`config.mk`:
```
export PLATFORM = sky130hd
export DESIGN_NAME = fcbuf_top
export DESIGN_NICKNAME = d
export VERILOG_FILES = /design/src/rtl/fcbuf_pkg.sv /design/src/rtl/fcbuf_sdpram.sv /design/src/rtl/fcbuf_fill.sv /design/src/rtl/fcbuf_copy.sv /design/src/rtl/fcbuf_rdport.sv /design/src/rtl/fcbuf_top.sv
export SDC_FILE = /design/constraint.sdc
export NUM_CORES = 1
export LEC_CHECK = 0
export BUFFER_PORTS_ARGS = -buffer_cell sky130_fd_sc_hd__clkbuf_2
export CAP_MARGIN = 40
export CORE_MARGIN = 4
export CORE_UTILIZATION = 40
export CTS_BUF_LIST = sky130_fd_sc_hd__clkbuf_2
export DETAILED_ROUTE_END_ITERATION = 8
export GPL_TIMING_DRIVEN = 0
export SETUP_SLACK_MARGIN = 0.1
export SLEW_MARGIN = 20
export SYNTH_ARGS = -nofsm -noshare
export SYNTH_HDL_FRONTEND = slang
export SYNTH_SLANG_ARGS = --single-unit
```
`constraint.sdc`:
```
create_clock -name clk -period 6.6 [get_ports clk]
set_input_delay 0.66 -clock clk [delete_from_list [all_inputs] [get_ports clk]]
set_output_delay 0.66 -clock clk [all_outputs]
set_load 0.05 [all_outputs]
```
`src/rtl/fcbuf_pkg.sv`:
```
package fcbuf_pkg;

    typedef enum logic [1:0] {
        CP_IDLE = 2'd0,
        CP_RUN  = 2'd1,
        CP_DONE = 2'd2
    } cp_state_e;

    // bit 0 write-full, bit 1 copy-busy, bit 2 read-ready, bit 3 overrun
    typedef struct packed {
        logic overrun;
        logic rd_ready;
        logic copy_busy;
        logic wr_full;
    } fcbuf_status_t;

    function automatic int unsigned cnt_width(input int unsigned depth);
        return $clog2(depth + 1);
    endfunction

endpackage

```
`src/rtl/fcbuf_sdpram.sv`:
```
module fcbuf_sdpram #(
    parameter int DW    = 32,
    parameter int DEPTH = 16,
    parameter int AW    = $clog2(DEPTH)
) (
    input  logic          clk,
    input  logic          we,
    input  logic [AW-1:0] waddr,
    input  logic [DW-1:0] wdata,
    input  logic          re,
    input  logic [AW-1:0] raddr,
    output logic [DW-1:0] rdata
);
    logic [DW-1:0] mem [DEPTH];

    always_ff @(posedge clk) begin
        if (we) begin
            mem[waddr] <= wdata;
        end
    end

    always_ff @(posedge clk) begin
        if (re) begin
            rdata <= mem[raddr];
        end
    end
endmodule

```
`src/rtl/fcbuf_fill.sv`:
```
module fcbuf_fill
    import fcbuf_pkg::*;
#(
    parameter int DEPTH = 16,
    parameter int AW    = $clog2(DEPTH)
) (
    input  logic          clk,
    input  logic          rst,
    input  logic          clr,
    input  logic          wr_take,
    output logic          ram_we,
    output logic [AW-1:0] ram_addr,
    output logic          full,
    output logic          overrun
);
    localparam int CW = cnt_width(DEPTH);
    localparam logic [CW-1:0] LAST_POS = CW'(DEPTH - 1);

    logic [CW-1:0] pos;

    assign ram_we   = wr_take && !full;
    assign ram_addr = pos[AW-1:0];

    always_ff @(posedge clk) begin
        if (rst) begin
            pos     <= '0;
            full    <= 1'b0;
            overrun <= 1'b0;
        end else if (clr) begin
            pos  <= '0;
            full <= 1'b0;
        end else begin
            if (ram_we) begin
                pos <= pos + 1'b1;
                if (pos == LAST_POS) begin
                    full <= 1'b1;
                end
            end
            if (wr_take && full) begin
                overrun <= 1'b1;
            end
        end
    end
endmodule

```
`src/rtl/fcbuf_copy.sv`:
```
module fcbuf_copy
    import fcbuf_pkg::*;
#(
    parameter int DEPTH = 16,
    parameter int AW    = $clog2(DEPTH)
) (
    input  logic          clk,
    input  logic          rst,
    input  logic          clr,
    input  logic          start,
    output logic          src_re,
    output logic [AW-1:0] src_addr,
    output logic          dst_we,
    output logic [AW-1:0] dst_addr,
    output logic          busy,
    output logic          done
);
    localparam int CW = cnt_width(DEPTH);
    localparam logic [CW-1:0] END_CNT  = CW'(DEPTH);
    localparam logic [AW-1:0] LAST_IDX = AW'(DEPTH - 1);

    cp_state_e     state;
    logic [CW-1:0] idx;
    logic          pend;
    logic [AW-1:0] pend_idx;

    assign src_re   = (state == CP_RUN) && (idx < END_CNT);
    assign src_addr = idx[AW-1:0];
    assign dst_we   = pend;
    assign dst_addr = pend_idx;
    assign busy     = (state == CP_RUN);
    assign done     = (state == CP_DONE);

    always_ff @(posedge clk) begin
        if (rst || clr) begin
            state    <= CP_IDLE;
            idx      <= '0;
            pend     <= 1'b0;
            pend_idx <= '0;
        end else begin
            case (state)
                CP_IDLE: begin
                    pend <= 1'b0;
                    if (start) begin
                        state <= CP_RUN;
                        idx   <= '0;
                    end
                end
                CP_RUN: begin
                    // read index n now, write index n on the following edge
                    pend     <= src_re;
                    pend_idx <= idx[AW-1:0];
                    if (src_re) begin
                        idx <= idx + 1'b1;
                    end
                    if (pend && (pend_idx == LAST_IDX)) begin
                        state <= CP_DONE;
                    end
                end
                default: begin
                    pend <= 1'b0;
                end
            endcase
        end
    end
endmodule

```
`src/rtl/fcbuf_rdport.sv`:
```
module fcbuf_rdport #(
    parameter int DW = 32
) (
    input  logic          clk,
    input  logic          rst,
    input  logic          rd_en,
    input  logic          ready,
    input  logic [DW-1:0] ram_q,
    output logic          ram_re,
    output logic [DW-1:0] rd_data,
    output logic          rd_valid
);
    logic served;

    assign ram_re  = rd_en && ready;
    assign rd_data = served ? ram_q : '0;

    always_ff @(posedge clk) begin
        if (rst) begin
            served   <= 1'b0;
            rd_valid <= 1'b0;
        end else begin
            served   <= ram_re;
            rd_valid <= rd_en;
        end
    end
endmodule

```
`src/rtl/fcbuf_top.sv`:
```
module fcbuf_top
    import fcbuf_pkg::*;
#(
    parameter int DW    = 32,
    parameter int DEPTH = 16,
    parameter int HAW   = 8,
    parameter logic [HAW-1:0] CTRL_ADDR = '1
) (
    input  logic                     clk,
    input  logic                     rst,
    input  logic                     host_wr_en,
    input  logic [HAW-1:0]           host_wr_addr,
    input  logic [DW-1:0]            host_wr_data,
    input  logic                     host_rd_en,
    input  logic [$clog2(DEPTH)-1:0] host_rd_addr,
    output logic [DW-1:0]            host_rd_data,
    output logic                     host_rd_valid,
    output logic [3:0]               status
);
    localparam int AW = $clog2(DEPTH);

    logic          ctrl_hit;
    logic          data_wr;
    logic          w_we;
    logic [AW-1:0] w_addr;
    logic          full;
    logic          overrun;
    logic          cp_re;
    logic [AW-1:0] cp_raddr;
    logic          cp_we;
    logic [AW-1:0] cp_waddr;
    logic          busy;
    logic          done;
    logic [DW-1:0] link;
    logic          r_re;
    logic [DW-1:0] r_q;
    fcbuf_status_t st;

    assign ctrl_hit = host_wr_en && (host_wr_addr == CTRL_ADDR);
    assign data_wr  = host_wr_en && (host_wr_addr != CTRL_ADDR);

    fcbuf_fill #(.DEPTH(DEPTH), .AW(AW)) u_fill (
        .clk      (clk),
        .rst      (rst),
        .clr      (ctrl_hit),
        .wr_take  (data_wr),
        .ram_we   (w_we),
        .ram_addr (w_addr),
        .full     (full),
        .overrun  (overrun)
    );

    fcbuf_sdpram #(.DW(DW), .DEPTH(DEPTH), .AW(AW)) u_wram (
        .clk   (clk),
        .we    (w_we),
        .waddr (w_addr),
        .wdata (host_wr_data),
        .re    (cp_re),
        .raddr (cp_raddr),
        .rdata (link)
    );

    fcbuf_copy #(.DEPTH(DEPTH), .AW(AW)) u_copy (
        .clk      (clk),
        .rst      (rst),
        .clr      (ctrl_hit),
        .start    (full),
        .src_re   (cp_re),
        .src_addr (cp_raddr),
        .dst_we   (cp_we),
        .dst_addr (cp_waddr),
        .busy     (busy),
        .done     (done)
    );

    fcbuf_sdpram #(.DW(DW), .DEPTH(DEPTH), .AW(AW)) u_rram (
        .clk   (clk),
        .we    (cp_we),
        .waddr (cp_waddr),
        .wdata (link),
        .re    (r_re),
        .raddr (host_rd_addr),
        .rdata (r_q)
    );

    fcbuf_rdport #(.DW(DW)) u_rd (
        .clk      (clk),
        .rst      (rst),
        .rd_en    (host_rd_en),
        .ready    (done),
        .ram_q    (r_q),
        .ram_re   (r_re),
        .rd_data  (host_rd_data),
        .rd_valid (host_rd_valid)
    );

    always_comb begin
        st.wr_full   = full;
        st.copy_busy = busy;
        st.rd_ready  = done;
        st.overrun   = overrun;
    end

    assign status = st;
endmodule

```
==> metrics.md <==
| Metric | Value |
|---|---|
| Max Slew Vio Count | `0` |
| Vias post-DR | `21.3k` |
| Resized cells post-CTS | `0` |
| WL final | `98.5 mm` |
| Syn Nets | `1941` |
| Clk_lat worst skew | `1480 ps` |
| Worst Hold Class | `in2reg` |
| Min-delay src | `host_wr_data[17]` |
| Die area | `111000 µm²` |
| R2R Path End | `u_wram.rdata[11]` |
| Total congestion overflow | `0` |
| Flop2flop setup slack | `3510 ps` |
| Synth Area in Adders | `0.178%` |
| Clock Skew | `151 ps` |
| Combinational Power Share | `3.2%` |
| CTS Buf Count | `292` |
| Max VDD drop | `0.000155 V` |
| H-tree lvl count | `5` |
| Clock Sinks | `1109` |
| Die Height | `332 µm` |
| Number of port buffers | `81` |
| Internal power | `0.00969 W` |
| Detailed Routing Iterations Pass 1 | `7` |
| Register area share after synthesis | `78.6%` |
| Boundary pin count | `85` |
| Unrepaired setup endpoints after global routing | `no` |
| P_sw | `0.00283 W` |
| Status | `finished clean` |
| Pwr Total | `0.0125 W` |
| Power Density | `257 nW/µm²` |
| Post-Synth XOR/XNOR Area | `0.0416%` |
| Max clock buf depth | `4` |
| Slew headroom | `38.2%` |
| Starting DRT DRC Count | `1859` |
| Layout cells sized above 1 | `33.4%` |
| Final Hold Vio Count | `0` |
| Worst EP required | `5940 ps` |
| Antenna violation net count after detailed routing | `0` |
| Hold-critical path depth | `2` |
| Critical R2R Launch | `u_copy.idx[2]` |
| Largest family of logic cells by synthesized area | `multiplexers` |
| Startpoint Class | `flip-flop` |
| Synth warnings | `0` |
| Data arrival time of the critical path | `3190 ps` |
| GR Layer Usage met1 | `22.4%` |
| Syn-to-layout area delta | `15.5%` |
| WS Path Type | `reg2out` |
| Die Wd | `332 µm` |
| DRC Markers | `0` |
| Largest cells by area after synthesis | `edfxtp_1, mux4_2, mux2i_1, mux4_1, a221oi_1` |
| Drt wl/cell | `24.8 µm` |
| Number of flops mapped to enable cells by yosys | `1088` |
| M3 GR Usage | `4.50%` |
| CTS tree | `built` |
| Crit. End Element | `output port` |
| Top_reg_cell synth | `edfxtp_1` |
| Static Leak | `15.7 nW` |
| Syn_area_per_cell | `22.3 µm²` |
| Sequential share of power | `61.7%` |
| Fmax | `260 MHz` |
| Synthesis-stage register bit count | `1109` |
| Post-CTS Setup Inserts | `0` |
| Critical Path Max Stage Delay | `620 ps` |
| Via/cell ratio | `5.36` |
| Worst reg2reg path depth | `6` |
| Final Non-Filler Cells | `3968` |
| Clock transition at the registers of the reported paths | `110 ps` |
| Vias in the first global route | `22.3k` |
| Largest net degree at the start of global routing | `34` |
| Final HPWL DP | `63.1 mm` |
| Part of the power in the clock network | `35.1%` |
| Gr busiest metal | `met2` |
| Worst-Margin Slew | `926 ps` |
| Minimum clock period | `3850 ps` |
| Core Box Area | `104000 µm²` |
| Sw frac | `22.6%` |
| Syn Inst Count | `1887` |
| Share of synthesized area spent on multiplexers | `15.3%` |
| Fin area | `48600 µm²` |
| Largest area contributor in the netlist | `edfxtp_1` |
| Crit-path cells | `clkbuf_1 > and2_1 > clkbuf_2` |
| Total track usage | `17.8%` |
| Layout Nets | `2460` |
| Clock root buffer master | `clkbuf_2` |
| Top post-synthesis cells by count | `edfxtp_1, mux4_2, mux2i_1, a221oi_1, nand2_1` |
| Mapped Area | `42100 µm²` |
| Setup TNS Final | `0 ps` |
| Max Cap Violations | `0` |
| Setup violations, final | `0` |
| Post-DP Area | `45600 µm²` |
| Starting Density | `40.5%` |
| Smallest hold slack | `197 ps` |
| GR Layer Usage met2 | `29.9%` |
| Post-Place Cells | `3428` |
| Slowest cell on the critical path | `dfxtp_1` |
| Count leader, synth | `edfxtp_1` |
| Post-synthesis compound-gate area fraction | `2.63%` |
| Global-route wire length before repair | `144 mm` |
| Tcrit/Tclk final | `58.3%` |
| Yosys cell types | `42` |
| WHS Endpoint | `u_wram.mem[5][17]` |
| Yosys top cell area share | `77.6%` |
| Simple-gate share of the synthesized area | `1.83%` |
| Routability cong. | `0.733` |
| Initial antenna violation count | `11` |
| Crit path max fanout | `10` |
| # rows | `118` |
| FFs w/ async S/R, synth | `0%` |
## stage by stage
stage	setup slack, ps	util [%]
finish	2750	46.7
global route	2410	46.7
CTS	2380	46.7
detailed placement	3090	43.8
global placement	-750	42.5
floorplan	2360	-
## logic make-up (layout without fill, tap and decap cells)
group / Yosys count / after routing
DFF: 1109 / 1109
muxes: 353 / 353
and+or+nand+nor: 155 / 155
AOI/OAI and AO/OA: 152 / 152
buffers and inverters: 110 / 803
adders and majority gates: 6 / 6
xor gates and xnor gates: 2 / 2
other: 0 / 8
## power groups by stage
stage	combinational (W)	sequential (W)	clock (W)
2_1_floorplan	0.000208	0.00788	0
3_3_place_gp	0.000346	0.00788	0
3_5_place_dp	0.000375	0.00788	0
4_1_cts	0.000406	0.00772	0.00455
5_1_grt	0.000432	0.00772	0.00492
6_report	0.000400	0.00772	0.00440
## flip-flops by register name, indices dropped and copies added, names as in the netlist
register,cells
u_copy.state,2
u_fill.overrun,1
u_copy.dst_we,1
u_rram.rdata,32
u_copy.dst_addr,4
u_rd.served,1
u_rd.rd_valid,1
u_fill.full,1
u_fill.pos,5
u_rram.mem,512
u_wram.rdata,32
u_wram.mem,512
u_copy.idx,5
## worst max-delay path: cells and delay by family (launching register included)
family,cells,cell delay [ps]
buf+inv,2,890
flops,1,620
simple gates,1,310
## timing repair
action | CTS | global route
endpoints found under the hold margin | 578 | 0
hold buffers | 61 | 0
endpoints found under the setup margin | 0 | 0
## cells in the final DEF (no fill, tap or decap), types with 3 or more instances in the layout
cell | Yosys | final
buf_12 | 0 | 21
nor3_1 | 12 | 4
edfxtp_1 | 1088 | 1088
buf_16 | 0 | 10
buf_6 | 13 | 30
diode_2 | 0 | 8
mux4_2 | 192 | 192
a221oi_1 | 64 | 64
buf_1 | 11 | 11
nor3_2 | 0 | 8
a21oi_1 | 13 | 13
dlygate4sd3_1 | 0 | 61
nor2_4 | 0 | 25
buf_8 | 1 | 3
buf_2 | 23 | 23
bufinv_16 | 0 | 4
mux4_1 | 32 | 32
nand2b_1 | 5 | 5
clkinv_2 | 0 | 5
o21ai_0 | 35 | 35
a22oi_1 | 32 | 32
and2_1 | 35 | 34
clkbuf_1 | 45 | 45
nor2_1 | 35 | 10
buf_4 | 8 | 41
inv_2 | 0 | 5
inv_1 | 7 | 7
nand2_1 | 48 | 48
clkinv_1 | 0 | 45
nand3b_1 | 3 | 3
nor2b_1 | 4 | 4
ha_1 | 6 | 6
dfxtp_1 | 21 | 21
clkbuf_2 | 0 | 490
mux2i_1 | 129 | 129
## area by class of cell
class / count / area (µm²)
clock buffers: 409 / 2050
fillers: 8813 / 55400
well taps: 1380 / 1730
repair buffers: 225 / 2180
inverters: 7 / 26.3
diodes: 8 / 20.0
multi-input cells: 668 / 8660
flip-flops and latches: 1109 / 33100
clock inverters: 59 / 333
plain buffers: 103 / 562
## worst max path at each step
stage                    startpoint           endpoint  slack (ps)  cells after the start
detailed placement  host_wr_addr[3]  u_wram.mem[0][14]        3090                      8
floorplan           host_wr_addr[3]   u_wram.mem[3][0]        2360                      4
CTS                     u_rd.served   host_rd_data[10]        2380                      3
finish                  u_rd.served   host_rd_data[10]        2750                      3
global route            u_rd.served   host_rd_data[10]        2410                      3
global placement    host_wr_addr[3]  u_wram.mem[0][14]        -750                      5
## routing by layer
metal	vias up	part of all wire, %
met5	-	0.027
met4	4	2.2
met3	181	6.7
met2	836	51
met1	11000	40
li1	9187	-
Note: power is estimated with default switching activity, not from simulation.
